`src/rtl/acc_au_pkg.sv`:
```
package acc_au_pkg;
  typedef enum logic [1:0] {
    WID_BYTE = 2'd0,
    WID_WORD = 2'd1,
    WID_LONG = 2'd2
  } wid_e;

  localparam int NUM_WID = 3;
endpackage

```
`src/rtl/acc_au_opsel.sv`:
```
module acc_au_opsel #(
  parameter int ACC_W = 32
) (
  input  logic [ACC_W-1:0] acc_i,
  input  logic [ACC_W-1:0] ext_i,
  input  logic [ACC_W-1:0] imm_i,
  input  logic             self_i,
  input  logic             dst_ext_i,
  input  logic             src_imm_i,
  output logic [ACC_W-1:0] op_a_o,
  output logic [ACC_W-1:0] op_b_o
);
  localparam int HALF_W = ACC_W / 2;

  always_comb begin
    if (self_i) begin
      op_a_o = ACC_W'(acc_i[ACC_W-1:HALF_W]);
      op_b_o = ACC_W'(acc_i[HALF_W-1:0]);
    end else if (dst_ext_i) begin
      // destination operand is the minuend / first addend
      op_a_o = ext_i;
      op_b_o = acc_i;
    end else begin
      op_a_o = acc_i;
      op_b_o = src_imm_i ? imm_i : ext_i;
    end
  end
endmodule

```
`src/rtl/acc_au_binalu.sv`:
```
module acc_au_binalu #(
  parameter int W = 8
) (
  input  logic [W-1:0] a_i,
  input  logic [W-1:0] b_i,
  input  logic         sub_i,
  input  logic         cin_i,
  output logic [W-1:0] res_o,
  output logic         c_o,
  output logic         v_o
);
  logic [W:0] full;

  always_comb begin
    if (sub_i) full = {1'b0, a_i} - {1'b0, b_i} - (W+1)'(cin_i);
    else       full = {1'b0, a_i} + {1'b0, b_i} + (W+1)'(cin_i);
    res_o = full[W-1:0];
    c_o   = full[W];
    if (sub_i) v_o = (a_i[W-1] != b_i[W-1]) && (res_o[W-1] != a_i[W-1]);
    else       v_o = (a_i[W-1] == b_i[W-1]) && (res_o[W-1] != a_i[W-1]);
  end
endmodule

```
`src/rtl/acc_au_bcd.sv`:
```
module acc_au_bcd #(
  parameter int W = 8
) (
  input  logic [W-1:0] a_i,
  input  logic [W-1:0] b_i,
  input  logic         sub_i,
  input  logic         cin_i,
  output logic [W-1:0] res_o,
  output logic         c_o
);
  localparam int NIB = W / 4;

  logic       k;
  logic [4:0] d;

  // digit-serial ripple, corrected per digit
  always_comb begin
    k     = cin_i;
    d     = '0;
    res_o = '0;
    for (int i = 0; i < NIB; i++) begin
      if (sub_i) begin
        d = {1'b0, a_i[4*i +: 4]} - {1'b0, b_i[4*i +: 4]} - 5'(k);
        k = d[4];
        if (k) d = d - 5'd6;
      end else begin
        d = {1'b0, a_i[4*i +: 4]} + {1'b0, b_i[4*i +: 4]} + 5'(k);
        k = (d > 5'd9);
        if (k) d = d + 5'd6;
      end
      res_o[4*i +: 4] = d[3:0];
    end
    c_o = k;
  end
endmodule

```
`src/rtl/acc_au_top.sv`:
```
module acc_au_top #(
  parameter int ACC_W = 32
) (
  input  logic             clk_i,
  input  logic             rst_ni,
  input  logic             start_i,
  input  logic [1:0]       width_i,
  input  logic             sub_i,
  input  logic             carry_use_i,
  input  logic             decimal_i,
  input  logic [1:0]       src_i,
  input  logic             dst_ext_i,
  input  logic             dst_mem_i,
  input  logic             carry_i,
  input  logic [ACC_W-1:0] acc_i,
  input  logic [ACC_W-1:0] ext_i,
  input  logic [ACC_W-1:0] imm_i,
  output logic             valid_o,
  output logic [ACC_W-1:0] result_o,
  output logic             n_o,
  output logic             z_o,
  output logic             v_o,
  output logic             c_o,
  output logic             acc_we_o,
  output logic             ext_we_o,
  output logic             rmw_o
);
  import acc_au_pkg::*;

  localparam int BYTE_W = ACC_W / 4;

  logic             self_mode, dst_ext_eff, is_long, is_byte, dec_eff, cin_eff;
  logic [1:0]       widx;
  logic [ACC_W-1:0] op_a, op_b;

  assign self_mode   = src_i[1];
  assign dst_ext_eff = dst_ext_i & ~self_mode;
  assign is_byte     = (width_i == WID_BYTE);
  assign is_long     = width_i[1];
  assign widx        = is_long ? 2'd2 : width_i;
  assign dec_eff     = decimal_i & is_byte;
  assign cin_eff     = carry_i & (carry_use_i | dec_eff) & ~is_long;

  acc_au_opsel #(.ACC_W(ACC_W)) u_opsel (
    .acc_i     (acc_i),
    .ext_i     (ext_i),
    .imm_i     (imm_i),
    .self_i    (self_mode),
    .dst_ext_i (dst_ext_eff),
    .src_imm_i (src_i[0]),
    .op_a_o    (op_a),
    .op_b_o    (op_b)
  );

  logic [ACC_W-1:0] res_w [NUM_WID];
  logic             c_w   [NUM_WID];
  logic             v_w   [NUM_WID];
  logic             n_w   [NUM_WID];

  for (genvar g = 0; g < NUM_WID; g++) begin : g_wid
    localparam int W = BYTE_W << g;
    logic [W-1:0] r;
    acc_au_binalu #(.W(W)) u_alu (
      .a_i   (op_a[W-1:0]),
      .b_i   (op_b[W-1:0]),
      .sub_i (sub_i),
      .cin_i (cin_eff),
      .res_o (r),
      .c_o   (c_w[g]),
      .v_o   (v_w[g])
    );
    assign res_w[g] = ACC_W'(r);
    assign n_w[g]   = r[W-1];
  end

  logic [BYTE_W-1:0] bcd_res;
  logic              bcd_c;

  acc_au_bcd #(.W(BYTE_W)) u_bcd (
    .a_i   (op_a[BYTE_W-1:0]),
    .b_i   (op_b[BYTE_W-1:0]),
    .sub_i (sub_i),
    .cin_i (cin_eff),
    .res_o (bcd_res),
    .c_o   (bcd_c)
  );

  logic [ACC_W-1:0] res_d;
  logic             n_d, c_d;

  always_comb begin
    if (dec_eff) begin
      res_d = ACC_W'(bcd_res);
      n_d   = bcd_res[BYTE_W-1];
      c_d   = bcd_c;
    end else begin
      res_d = res_w[widx];
      n_d   = n_w[widx];
      c_d   = c_w[widx];
    end
  end

  always_ff @(posedge clk_i or negedge rst_ni) begin
    if (!rst_ni) begin
      valid_o  <= 1'b0;
      result_o <= '0;
      n_o      <= 1'b0;
      z_o      <= 1'b0;
      v_o      <= 1'b0;
      c_o      <= 1'b0;
      acc_we_o <= 1'b0;
      ext_we_o <= 1'b0;
      rmw_o    <= 1'b0;
    end else begin
      valid_o  <= start_i;
      acc_we_o <= start_i & ~dst_ext_eff;
      ext_we_o <= start_i & dst_ext_eff;
      rmw_o    <= start_i & dst_ext_eff & dst_mem_i;
      if (start_i) begin
        result_o <= res_d;
        n_o      <= n_d;
        z_o      <= (res_d == '0);
        v_o      <= v_w[widx];
        c_o      <= c_d;
      end
    end
  end
endmodule

```
`config.mk`:
```
export PLATFORM = sky130hd
export DESIGN_NAME = acc_au_top
export DESIGN_NICKNAME = d
export VERILOG_FILES = /design/src/rtl/acc_au_pkg.sv /design/src/rtl/acc_au_opsel.sv /design/src/rtl/acc_au_binalu.sv /design/src/rtl/acc_au_bcd.sv /design/src/rtl/acc_au_top.sv
export SDC_FILE = /design/constraint.sdc
export NUM_CORES = 1
export LEC_CHECK = 0
export ABC_AREA = 1
export BUFFER_PORTS_ARGS = -buffer_cell sky130_fd_sc_hd__buf_2
export CAP_MARGIN = 10
export CORE_MARGIN = 10
export CORE_UTILIZATION = 46
export CTS_BUF_LIST = sky130_fd_sc_hd__clkbuf_4 sky130_fd_sc_hd__clkbuf_8
export DETAILED_ROUTE_END_ITERATION = 12
export HOLD_SLACK_MARGIN = 0.05
export PLACE_DENSITY = 0.67
export REMOVE_ABC_BUFFERS = 1
export SLEW_MARGIN = 10
export SYNTH_ARGS = -nofsm -noshare
export SYNTH_HDL_FRONTEND = slang
export SYNTH_SLANG_ARGS = --single-unit
```
`constraint.sdc`:
```
create_clock -name clk_i -period 0.8 [get_ports clk_i]
set_clock_uncertainty 0.1 [all_clocks]
set_input_delay 0.04 -clock clk_i [delete_from_list [all_inputs] [get_ports clk_i]]
set_output_delay 0.04 -clock clk_i [all_outputs]
set_load 0.05 [all_outputs]
```
Yosys cells after proc, flatten, opt, wreduce, memory -nomap -nowiden:

Index checks and enable logic that the tools add are counted.

* equality and inequality tests: 9
* add/sub/neg operators: 24
* muxes and demuxes: 35
* reduce and logical (&&, ||, !) cells: 8
* $lt $le $gt $ge: 3
* bitwise gates (word level): 12

Operator list (count)
* $mux 32: 8
* $bmux 32 s2: 1
* $add 32x32->33: 1
* $add 33x1->33: 1
* $mux 33: 1
* $sub 32x32->33: 1
* $sub 33x1->33: 1
* $logic_not 32->1: 1
* $mux 4: 6
* $add 16x16->17: 1
* $add 17x1->17: 1
* $mux 17: 1
* $sub 16x16->17: 1
* $sub 17x1->17: 1
* $mux 1: 13
* $add 4x4->5: 2
* $add 5x1->5: 2
* $gt 5x4->1 const B: 2
* $sub 4x4->5: 2
* $sub 5x1->5: 2
* $add 8x8->9: 1
* $add 9x1->9: 1
* $mux 9: 1
* $sub 8x8->9: 1
* 14 further kinds: 38

* input port bits: 109
* register bits after elaboration: 40

Depth between registers and ports, before layout:

Gate-level depths: netlist (run 1).

* depth in word-level cells: 14
* gate-level depth with buffers: 39

Hierarchy:

Synthesis (run 1) repeated with hierarchy kept, for this count alone.

* cell total of the unflattened synthesis: 2264
* area total of the unflattened synthesis: 12868.6 um^2

Modules (own cells, without submodules)
* acc_au_binalu (g_wid[2].u_alu): seq. area each 0.0 um^2, cells each 915, area each 4949.7 um^2, instances 1
* acc_au_binalu (g_wid[1].u_alu): seq. area each 0.0 um^2, cells each 375, area each 2177.1 um^2, instances 1
* acc_au_top: seq. area each 1001.0 um^2, cells each 273, area each 2063.2 um^2, instances 1
* acc_au_opsel: seq. area each 0.0 um^2, cells each 348, area each 1505.2 um^2, instances 1
* acc_au_bcd: seq. area each 0.0 um^2, cells each 198, area each 1192.4 um^2, instances 1
* acc_au_binalu (g_wid[0].u_alu): seq. area each 0.0 um^2, cells each 155, area each 980.9 um^2, instances 1

Worst setup path before layout (run 1):

OpenSTA, ideal clock, no wires.

* path kind: input port to flip-flop
* start: input src_i[1]
* end: register z_o
* arrival: 4.937 ns
* slack: -4.303 ns
* buffers on the path: 4
* library setup time: 0.066 ns
* required time: 0.634 ns
* stages: 39
* cell sequence: buf_6 inv_4 buf_6 clkbuf_1 clkbuf_1 o21ai_0 o22ai_1 fa_1 inv_1 fa_1 nand2_1 nand2_1 nand2_2 inv_1 nand2_1 nand2_1 inv_1 nor2_1 [3 not listed] fa_1 xnor2_1 ha_1 nand2_1 inv_1 a21oi_1 nand3_2 nand2_2 nand3_1 nand2_1 nand2_1 nand2_2 nand3_1 nor2_1 nand2_1 nor2_1 nand4_1 nand2_1

* longest elaborated chain between the ends: 14
* elaborated cells between the ends (all ways): 47

RTL lines
* from (decl): RTL line acc_au_top.sv:11 `input logic [1:0] src_i,`
* $not 1->1: RTL line acc_au_top.sv:37 `assign dst_ext_eff = dst_ext_i & ~self_mode;`
* $and 1x1->1: RTL line acc_au_top.sv:37
* $mux 32: RTL line acc_au_opsel.sv:19 `end else if (dst_ext_i) begin`
* $mux 32: RTL line acc_au_opsel.sv:16 `if (self_i) begin`
* $add 4x4->5: RTL line acc_au_bcd.sv:27 `d = {1'b0, a_i[4*i +: 4]} + {1'b0, b_i[4*i +: 4]} + 5'(k);`
* $add 5x1->5: RTL line acc_au_bcd.sv:27
* $gt 5x4->1: RTL line acc_au_bcd.sv:28 `k = (d > 5'd9);`
* $mux 1: RTL line acc_au_bcd.sv:22 `if (sub_i) begin`
* $add 5x1->5 or $sub 5x1->5 (tied branches): RTL line acc_au_bcd.sv:27, acc_au_bcd.sv:23
* $add 4x3->4 (tied with other cells): RTL line acc_au_bcd.sv:29 `if (k) d = d + 5'd6;`
* $mux 4, on equally long branches: RTL line acc_au_bcd.sv:29, acc_au_bcd.sv:25
* $mux 4: RTL line acc_au_bcd.sv:22
* $mux 32 *: RTL line acc_au_top.sv:92 `if (dec_eff) begin`
* $logic_not 32->1 *: RTL line acc_au_top.sv:122 `z_o <= (res_d == '0);`
* to (signal assigned): RTL line acc_au_top.sv:122
* to (decl): RTL line acc_au_top.sv:21 `output logic z_o,`

Every way passes the cells marked *; elsewhere a longest branch is shown, timed or not. The select of a mux whose other input is x is not followed.
A chain may end at the register's enable or synchronous reset.

Worst setup path after layout (run 1):

Same ends and word-level chain as after synthesis.

==> results of run 1 <==
==> placed cells by master (no fill, tap or decap), types with 36 or more instances in the layout <==
master | netlist | final
nand2_1 | 470 | 387
buf_4 | 3 | 367
inv_1 | 288 | 248
nand3_1 | 180 | 131
nor2_1 | 164 | 115
buf_2 | 6 | 103
buf_6 | 5 | 81
nand2_2 | 17 | 74
o21ai_0 | 145 | 73
a21oi_1 | 99 | 61
nand3_2 | 11 | 50
ha_1 | 96 | 46
ha_4 | 0 | 45
dfrtp_1 | 40 | 39
o21ai_1 | 3 | 38
inv_2 | 6 | 36
==> flip-flops by register name (all words and copies together) (netlist names) <==
name,count
result_o,32
acc_we_o,1
c_o,1
ext_we_o,1
n_o,1
rmw_o,1
v_o,1
valid_o,1
z_o,1
==> worst paths after layout <==
path | end | cells after the start | startpoint
min | result_o[31] | 4 | start_i
max in group asynchronous | result_o[31] | 3 | rst_ni
max reg2reg | result_o[3] | 3 | result_o[3]
min in group asynchronous | result_o[2] | 3 | rst_ni
max | z_o | 36 | src_i[1]
min reg2reg | result_o[9] | 2 | result_o[9]
==> repair_timing <==
action,4_1_cts,5_1_grt
setup endpoints to repair,78,77
endpoints found under the hold margin,42,0
resized for setup,477,255
pin swaps,93,123
hold buffers,3,0
setup buffers,51,50
cloned,5,1
==> metal layers <==
| metal | share of wire, % | global-route usage [%] | wire, um | vias up |
|---|---|---|---|---|
| met4 | 6.4 | 13.28 | 3067 | 0 |
| li1 | - | - | - | 6522 |
| met5 | 0 | 0 | 0 | - |
| met1 | 39 | 39.81 | 18660 | 6443 |
| met2 | 44 | 52.01 | 21380 | 961 |
| met3 | 10 | 5.106 | 4980 | 221 |
==> cell usage after synthesis, drive strengths merged (4+ instances only) <==
| library cell | number |
|---|---|
| mux2i | 16 |
| ha | 96 |
| nand4 | 21 |
| nand2 | 489 |
| o21bai | 8 |
| fa | 7 |
| a21oi | 103 |
| o21a | 4 |
| o21ai | 148 |
| a31oi | 7 |
| buf | 22 |
| o211ai | 6 |
| nand3 | 191 |
| clkbuf | 25 |
| clkinv | 5 |
| nor2 | 171 |
| nor3 | 20 |
| dfrtp | 40 |
| inv | 296 |
==> worst max-delay path, delay by kind of cell <==
kind | cells | cell delay (ps)
buffers and inverters | 7 | 570
AOI/OAI and AO/OA | 4 | 520
xor gates and xnor gates | 1 | 160
adders and majority gates | 4 | 1440
and+or+nand+nor | 20 | 1740
==> power by group <==
group          switching [mW]  total (mW)  internal (mW)
sequential              0.287        2.67           2.38
combinational            13.6        24.1           10.5
clock                   0.846        1.77          0.925
total                    14.7        28.5           13.8
==> cell type report <==
type	instances	area, um2
flip-flops and latches	40	1002
clock buffers	5	68.82
inverters	301	1167
well taps	270	337.8
repair buffers	576	4686
clock inverters	3	42.54
fillers	1330	3705
multi-input cells	1310	9095
==> logic make-up after synthesis <==
kind of cell / Yosys count / synth area share (%)
AND/OR/NAND/NOR: 898 / 41.41
AO/OA/AOI/OAI: 287 / 16.56
multiplexers: 16 / 1.716
XOR/XNOR: 6 / 0.5632
flip-flops: 40 / 10.73
adder cells (fa/ha/maj): 103 / 14.37
buffers and inverters: 348 / 14.65
==> per-stage QoR <==
| stage | hold WS [ps] | utilization (%) |
|---|---|---|
| final | 101.8 | 81.57 |
| after global routing | 118.3 | 81.57 |
| after CTS | 95.31 | 76.11 |
| after detailed placement | -70.21 | 63.66 |
| after global placement | -82.46 | 63.66 |
| after floorplan | -355.6 | - |
==> impl_metrics.env, run 1 <==
export IMPL_status="complete, but fails checks"
export IMPL_violations="negative setup slack"
export IMPL_final_area_mm2=0.01640
export IMPL_worstMarginPinSlew_ps=644.3
export IMPL_peakVddDrop_v=0.001188
export IMPL_synth_avg_cell_area_um2=5.496
export IMPL_drv_slew=0
export IMPL_core_area_mm2=0.02010
export IMPL_cap_violations=0
export IMPL_place_congestion=0.9995
export IMPL_clock_latency_ps=320
export IMPL_fin_nets=2446
export IMPL_period_needed_ps=4332
export IMPL_fin_ws_ps=-3532
export IMPL_crit_path_end_kind="register"
export IMPL_die_w_um=162.4
export IMPL_arrival_ps=4480
export IMPL_critPathRequiredTime_ps=950
export IMPL_wire_per_inst_um=19.20
export IMPL_drive_gt1_share_pct=45.15
export IMPL_yosysSeqAreaShare_pct=10.73
export IMPL_critPathMaxStageDelay_ps=440
export IMPL_drc=0
export IMPL_critPathMostFrequentCell="nand2_2"
export IMPL_rsz0062_at_grt="true"
export IMPL_synth_seq_cells=40
export IMPL_cts_root_buf="clkbuf_8"
export IMPL_row_count=52
export IMPL_synth_area_mm2=0.009333
export IMPL_crit_type="in -> reg"
export IMPL_clk_path_buf_depth=2
export IMPL_htreeDepth=2
export IMPL_cts_sinks=40
export IMPL_cts_made_buffers=5
export IMPL_die_y_um=162.4
export IMPL_grt_max_degree=48
export IMPL_die_area_mm2=0.02639
export IMPL_synth_cells=1698
export IMPL_worstPathMaxFanout=5
export IMPL_post_place_ws_ps=-4227
export IMPL_dp_cells=2413
export IMPL_start_util_pct=46.42
export IMPL_grt_usage_pct=31.51
export IMPL_final_hold_viol_count=0
export IMPL_vias_per_cell=5.648
export IMPL_wl_um=48090
export IMPL_first_global_vias=13250
export IMPL_max_slew_margin_rel_pct=57.04
export IMPL_power_mw=28.51
export IMPL_port_buffers=148
export IMPL_antennaDiodeCount=0
export IMPL_syn_to_final_growth_pct=75.72
export IMPL_async_flop_share_pct=100.0
export IMPL_ant_nets=0
export IMPL_yosysWarnings=0
export IMPL_placed_area_mm2=0.01280
export IMPL_first_pass_iters=6
export IMPL_synth_ff_type="dfrtp_1"
export IMPL_slowest_stage="fa_2"
export IMPL_drt_initial_drc_count=1831
export IMPL_max_clock_freq_ghz=0.2308
export IMPL_synthDistinctLibCells=46
export IMPL_min_path_type="in -> reg"
export IMPL_rrSetupSlack_ps=-160
export IMPL_dpl_hpwl_um=32940
export IMPL_final_setup_tns_ps=-89950
export IMPL_grt_overflow_total=0
export IMPL_via_count=14150
export IMPL_cts_tree="done"
export IMPL_grt_pass1_wl_um=67340
export IMPL_yosysTopAreaCell="nand2_1"
export IMPL_total_leakage_power_nw=8.513
export IMPL_path_clk_slew_ps=80
export IMPL_synth_edf_count=0
export IMPL_antenna_found_initial=0
export IMPL_synth_area_top_cells="nand2_1 19%, ha_1 13%, inv_1 12%"
export IMPL_ioPinCount=149
export IMPL_yosysTopAreaCellShare_pct=18.90
export IMPL_start_kind="input pin"
export IMPL_fin_cells=2505
export IMPL_setup_violations=77
export IMPL_pwr_density_cell_mw_per_mm2=1739
export IMPL_period_share_pct=541.5
No activity file was read; power rests on OpenSTA's default activity.
==> run 2, diff against run 1 <==
- CORE_UTILIZATION: 46 -> 43
- PLACE_DENSITY: 0.67 -> default
- REMOVE_ABC_BUFFERS: 1 -> default
- SKIP_CTS_REPAIR_TIMING: default -> 1
==> run 2 against run 1 <==
Net effect:
- the run still ends with negative setup slack left
- global-route usage fell by 5.0 points
- clock power up 3%
- flip-flop and latch count unchanged
- non-clock buffer count down 67
- first-iteration DRC count is 44% lower
- via count decreased by 12%
- die area up 6.1%
- wire length decreased by 18%
- power down 21%
- highest routed layer unchanged
==> impl_metrics.env, run 2 (synthesized netlist as in run 1, its figures left out) <==
export IMPL_status="complete, but fails checks"
export IMPL_violations="negative setup slack"
export IMPL_cts_root_buf="clkbuf_8"
export IMPL_final_area_mm2=0.01362
export IMPL_crit_type="in -> reg"
export IMPL_first_global_vias=11650
export IMPL_grt_pass1_wl_um=61290
export IMPL_cap_violations=0
export IMPL_regMostFlops="result_o"
export IMPL_total_leakage_power_nw=7.726
export IMPL_syn_to_final_growth_pct=45.97
export IMPL_layout_common_cells="458 x nand2_1, 352 x buf_4, 280 x inv_1"
export IMPL_ioPinCount=149
export IMPL_rsz0062_at_grt="true"
export IMPL_via_count=12420
export IMPL_cts_tree="done"
export IMPL_grt_max_degree=56
export IMPL_worstMarginPinSlew_ps=679.8
export IMPL_worstPathMaxFanout=4
export IMPL_period_needed_ps=4249
export IMPL_drt_initial_drc_count=1032
export IMPL_layout_commonest_cell="nand2_1"
export IMPL_max_slew_margin_rel_pct=54.20
export IMPL_first_pass_iters=5
export IMPL_port_buffers=148
export IMPL_cts_sinks=40
export IMPL_wl_um=39610
export IMPL_arrival_ps=4370
export IMPL_wire_per_inst_um=16.21
export IMPL_antenna_found_initial=1
export IMPL_ant_nets=0
export IMPL_slowest_stage="fa_2"
export IMPL_syn_nets=1910
export IMPL_htreeDepth=2
export IMPL_max_clock_freq_ghz=0.2353
export IMPL_place_congestion=0.9998
export IMPL_die_area_mm2=0.02800
export IMPL_die_w_um=167.3
export IMPL_min_path_type="in -> async"
export IMPL_clk_path_buf_depth=2
export IMPL_row_count=53
export IMPL_grt_overflow_total=0
export IMPL_start_util_pct=43.98
export IMPL_path_clk_slew_ps=80
export IMPL_vias_per_cell=5.084
export IMPL_period_share_pct=531.1
export IMPL_die_y_um=167.3
export IMPL_drive_gt1_share_pct=28.92
export IMPL_drv_slew=0
export IMPL_critPathMostFrequentCell="nand2_2"
export IMPL_core_area_mm2=0.02122
export IMPL_largest_reg_flops=32
export IMPL_antennaDiodeCount=0
export IMPL_placed_area_mm2=0.01294
export IMPL_final_setup_tns_ps=-92830
export IMPL_fin_nets=2379
export IMPL_drc=0
export IMPL_power_mw=22.62
export IMPL_critPathMaxStageDelay_ps=400
export IMPL_fin_ws_ps=-3449
export IMPL_peakVddDrop_v=0.001071
export IMPL_grt_usage_pct=26.54
export IMPL_clock_latency_ps=290
export IMPL_setup_violations=78
export IMPL_start_kind="input pin"
export IMPL_critPathRequiredTime_ps=920
export IMPL_cts_made_buffers=5
export IMPL_dpl_hpwl_um=34270
export IMPL_pwr_density_cell_mw_per_mm2=1660
export IMPL_crit_path_end_kind="register"
export IMPL_final_hold_viol_count=0
## run 2: changes by cell type in the layout (fill, tap and decap cells not counted), sizes merged
cell / previous run / this run
buf: 569 / 506
clkbuf: 6 / 7
bufbuf: 3 / 0
inv: 297 / 296
clkinvlp: 1 / 0
## run 2: worst paths after layout
kind,start,endpoint,slack [ps],cells past startpoint
setup / recovery,src_i[1],result_o[7],-3450,35
hold / removal,rst_ni,valid_o,30,2
setup reg to reg,result_o[7],result_o[7],-50,2
hold reg to reg,result_o[17],result_o[17],410,2
max in group asynchronous,rst_ni,result_o[24],130,3
min in group clk_i,start_i,result_o[1],60,3
## run 2: where the power goes
part           switching (mW)  leakage (nW)  internal, mW
Combinational            10.4          7.16          7.78
Clock                   0.732        0.0645          1.10
Sequential              0.265         0.503          2.38
## run 2: metal layers
layer / routed length (um) / GRT usage (%)
met1: 18610 / 38.20
met2: 16980 / 40.96
met3: 3270 / 3.581
met4: 744 / 5.753
met5: 0 / 0
## run 2: final cells by class
type                            instances  area, um2
Tap cell                              275      344.1
Multi-Input combinational cell       1310       7236
Sequential cell                        40       1001
Inverter                              301       1142
Timing Repair Buffer                  509       3774
Fill cell                            2121       7597
Clock inverter                          1      30.03
Clock buffer                            7      96.34
## run 2: worst max-delay path, delay by kind of cell
family / cells / cell delay, ps
compound gates: 5 / 630
xor+xnor: 1 / 170
fa+ha+maj: 5 / 1600
buf+inv: 10 / 860
simple gates: 14 / 1080
## run 2: per-stage QoR
step                setup WS [ps]  utilization (%)  instances  hold slack [ps]
floorplan                   -3752                -       1698           -355.6
global placement            -3805            61.00       2422           -202.4
detailed placement          -3950            61.00       2422           -203.6
CTS                         -3640            61.60       2430           -532.4
global route                -3641            64.20       2443            40.47
finish                      -3449            64.20       2443            32.60
==> run 3, diff against run 2 <==
- CELL_PAD_IN_SITES_DETAIL_PLACEMENT: default -> 1
- CELL_PAD_IN_SITES_GLOBAL_PLACEMENT: default -> 2
- CORE_UTILIZATION: 43 -> 30
- PLACE_DENSITY_LB_ADDON: default -> 0.1
- clock period: 0.8 -> 4.2 ns (I/O delays scaled with it)
==> run 3 against run 2 <==
Net effect:
- first-iteration DRC count is 50% lower
- die area is 38% higher
- hold slack better by 130 ps
- the flow still finishes with violations (negative setup slack)
- global-route usage is 4.5 points lower
- combinational power is 84% lower
- critical path type unchanged
- sequential share of layout area is 1.2 points higher
- wire length is 11% higher
- final cell count is 4.1% lower
==> impl_metrics.env, run 3 (synthesized netlist as in run 1, its figures left out) <==
export IMPL_cap_violations=0
export IMPL_drc=0
export IMPL_total_leakage_power_nw=6.571
export IMPL_fin_ws_ps=-187.2
export IMPL_setup_violations=4
export IMPL_fin_nets=2157
export IMPL_period_share_pct=104.5
export IMPL_cts_sinks=40
export IMPL_largest_reg_flops=32
export IMPL_first_global_vias=12080
export IMPL_crit_type="in -> reg"
export IMPL_die_w_um=196.4
export IMPL_start_util_pct=30.43
export IMPL_core_area_mm2=0.03067
export IMPL_critPathRequiredTime_ps=4300
export IMPL_peakVddDrop_v=0.0001675
export IMPL_period_needed_ps=4387
export IMPL_vias_per_cell=4.956
export IMPL_final_hold_viol_count=0
export IMPL_antenna_found_initial=0
export IMPL_crit_family="adder cells"
export IMPL_place_congestion=0.9254
export IMPL_cts_made_buffers=5
export IMPL_layout_common_cells="458 x nand2_1, 282 x inv_1, 176 x nand3_1"
export IMPL_p_sw_share_pct=57.03
export IMPL_cts_tree="done"
export IMPL_drv_slew=0
export IMPL_max_clock_freq_ghz=0.2279
export IMPL_grt_usage_pct=22.03
export IMPL_drt_initial_drc_count=519
export IMPL_ioPinCount=149
export IMPL_pwr_share_clk_pct=7.4
export IMPL_cts_root_buf="clkbuf_8"
export IMPL_fill_cells=4321
export IMPL_pwr_density_cell_mw_per_mm2=316.6
export IMPL_final_area_mm2=0.01172
export IMPL_grt_max_degree=56
export IMPL_syn_to_final_growth_pct=25.59
export IMPL_grt_pass1_wl_um=67720
export IMPL_wire_per_inst_um=18.81
export IMPL_regMostFlops="result_o"
export IMPL_power_mw=3.711
export IMPL_port_buffers=148
export IMPL_status="complete, but fails checks"
export IMPL_final_setup_tns_ps=-432.0
export IMPL_fin_cells=2343
export IMPL_syn_nets=1910
export IMPL_worstPathMaxFanout=4
export IMPL_dp_cells=2321
export IMPL_critPathMaxStageDelay_ps=420
export IMPL_via_count=11610
export IMPL_fin_util_pct=38.22
export IMPL_wl_um=44070
export IMPL_seqPwrFrac_pct=13.2
export IMPL_pwr_share_comb_pct=79.4
export IMPL_placed_area_mm2=0.01134
export IMPL_dpl_hpwl_um=38950
export IMPL_violations="negative setup slack"
export IMPL_rsz0062_at_grt="true"
export IMPL_start_kind="input pin"
export IMPL_htreeDepth=2
export IMPL_slowest_stage="fa_2"
export IMPL_path_clk_slew_ps=70
export IMPL_die_area_mm2=0.03856
export IMPL_clk_path_buf_depth=2
export IMPL_crit_path_end_kind="register"
export IMPL_arrival_ps=4480
export IMPL_grt_overflow_total=0
export IMPL_drive_gt1_share_pct=19.99
export IMPL_crit_buf_inv=7
export IMPL_layout_commonest_cell="nand2_1"
export IMPL_worstMarginPinSlew_ps=869.3
export IMPL_clock_latency_ps=300
export IMPL_die_y_um=196.4
export IMPL_max_slew_margin_rel_pct=42.05
export IMPL_first_pass_iters=4
export IMPL_p_int_mw=1.595
export IMPL_ant_nets=0
export IMPL_critPathMostFrequentCell="nand2_2"
export IMPL_row_count=64
export IMPL_p_sw_mw=2.117
export IMPL_min_path_type="in -> reg"
[run 3: path summary, 6_finish.rpt]
path	depth (start not counted)	startpoint	end	slack [ps]
setup / recovery	35	src_i[1]	n_o	-190
hold / removal	1	start_i	valid_o	160
setup reg to reg	2	n_o	n_o	3400
max in group asynchronous	2	rst_ni	result_o[24]	2990
hold reg to reg	2	result_o[26]	result_o[26]	380
min in group asynchronous	2	rst_ni	result_o[1]	460
[run 3: cell type report]
class	instances	area (um2)	share of cell area, %
sequential	40	1001	8.540
inverter	301	1142	9.746
clock buffer	7	90.09	0.7686
timing repair buffer	287	1817	15.50
clock inverter	1	7.507	0.06405
multi-input combinational	1310	7166	61.13
tap	396	495.5	4.227
antenna	1	2.502	0.02135
[run 3: layer usage]
metal | global-route usage (%) | routed length, um
met2 | 34.50 | 18770
met3 | 2.733 | 2073
met5 | 0 | 0
met4 | 4.695 | 747
met1 | 31.52 | 22480
[run 3: power groups by stage]
stage               combinational [mW]  sequential, mW  clock, mW
floorplan                         1.56           0.735          0
global placement                  2.78           0.493          0
detailed placement                2.83           0.497          0
CTS                               2.84           0.490      0.292
global route                      3.26           0.498      0.307
finish                            2.95           0.489      0.276
[run 3: stage by stage]
step,hold WS (ps),setup WS [ps]
final,159.3,-187.2
after global routing,160.2,-466.7
after detailed placement,277.1,-892.9
after global placement,267.5,-702.0
after CTS,-66.26,-569.9
after floorplan,-185.6,-547.8
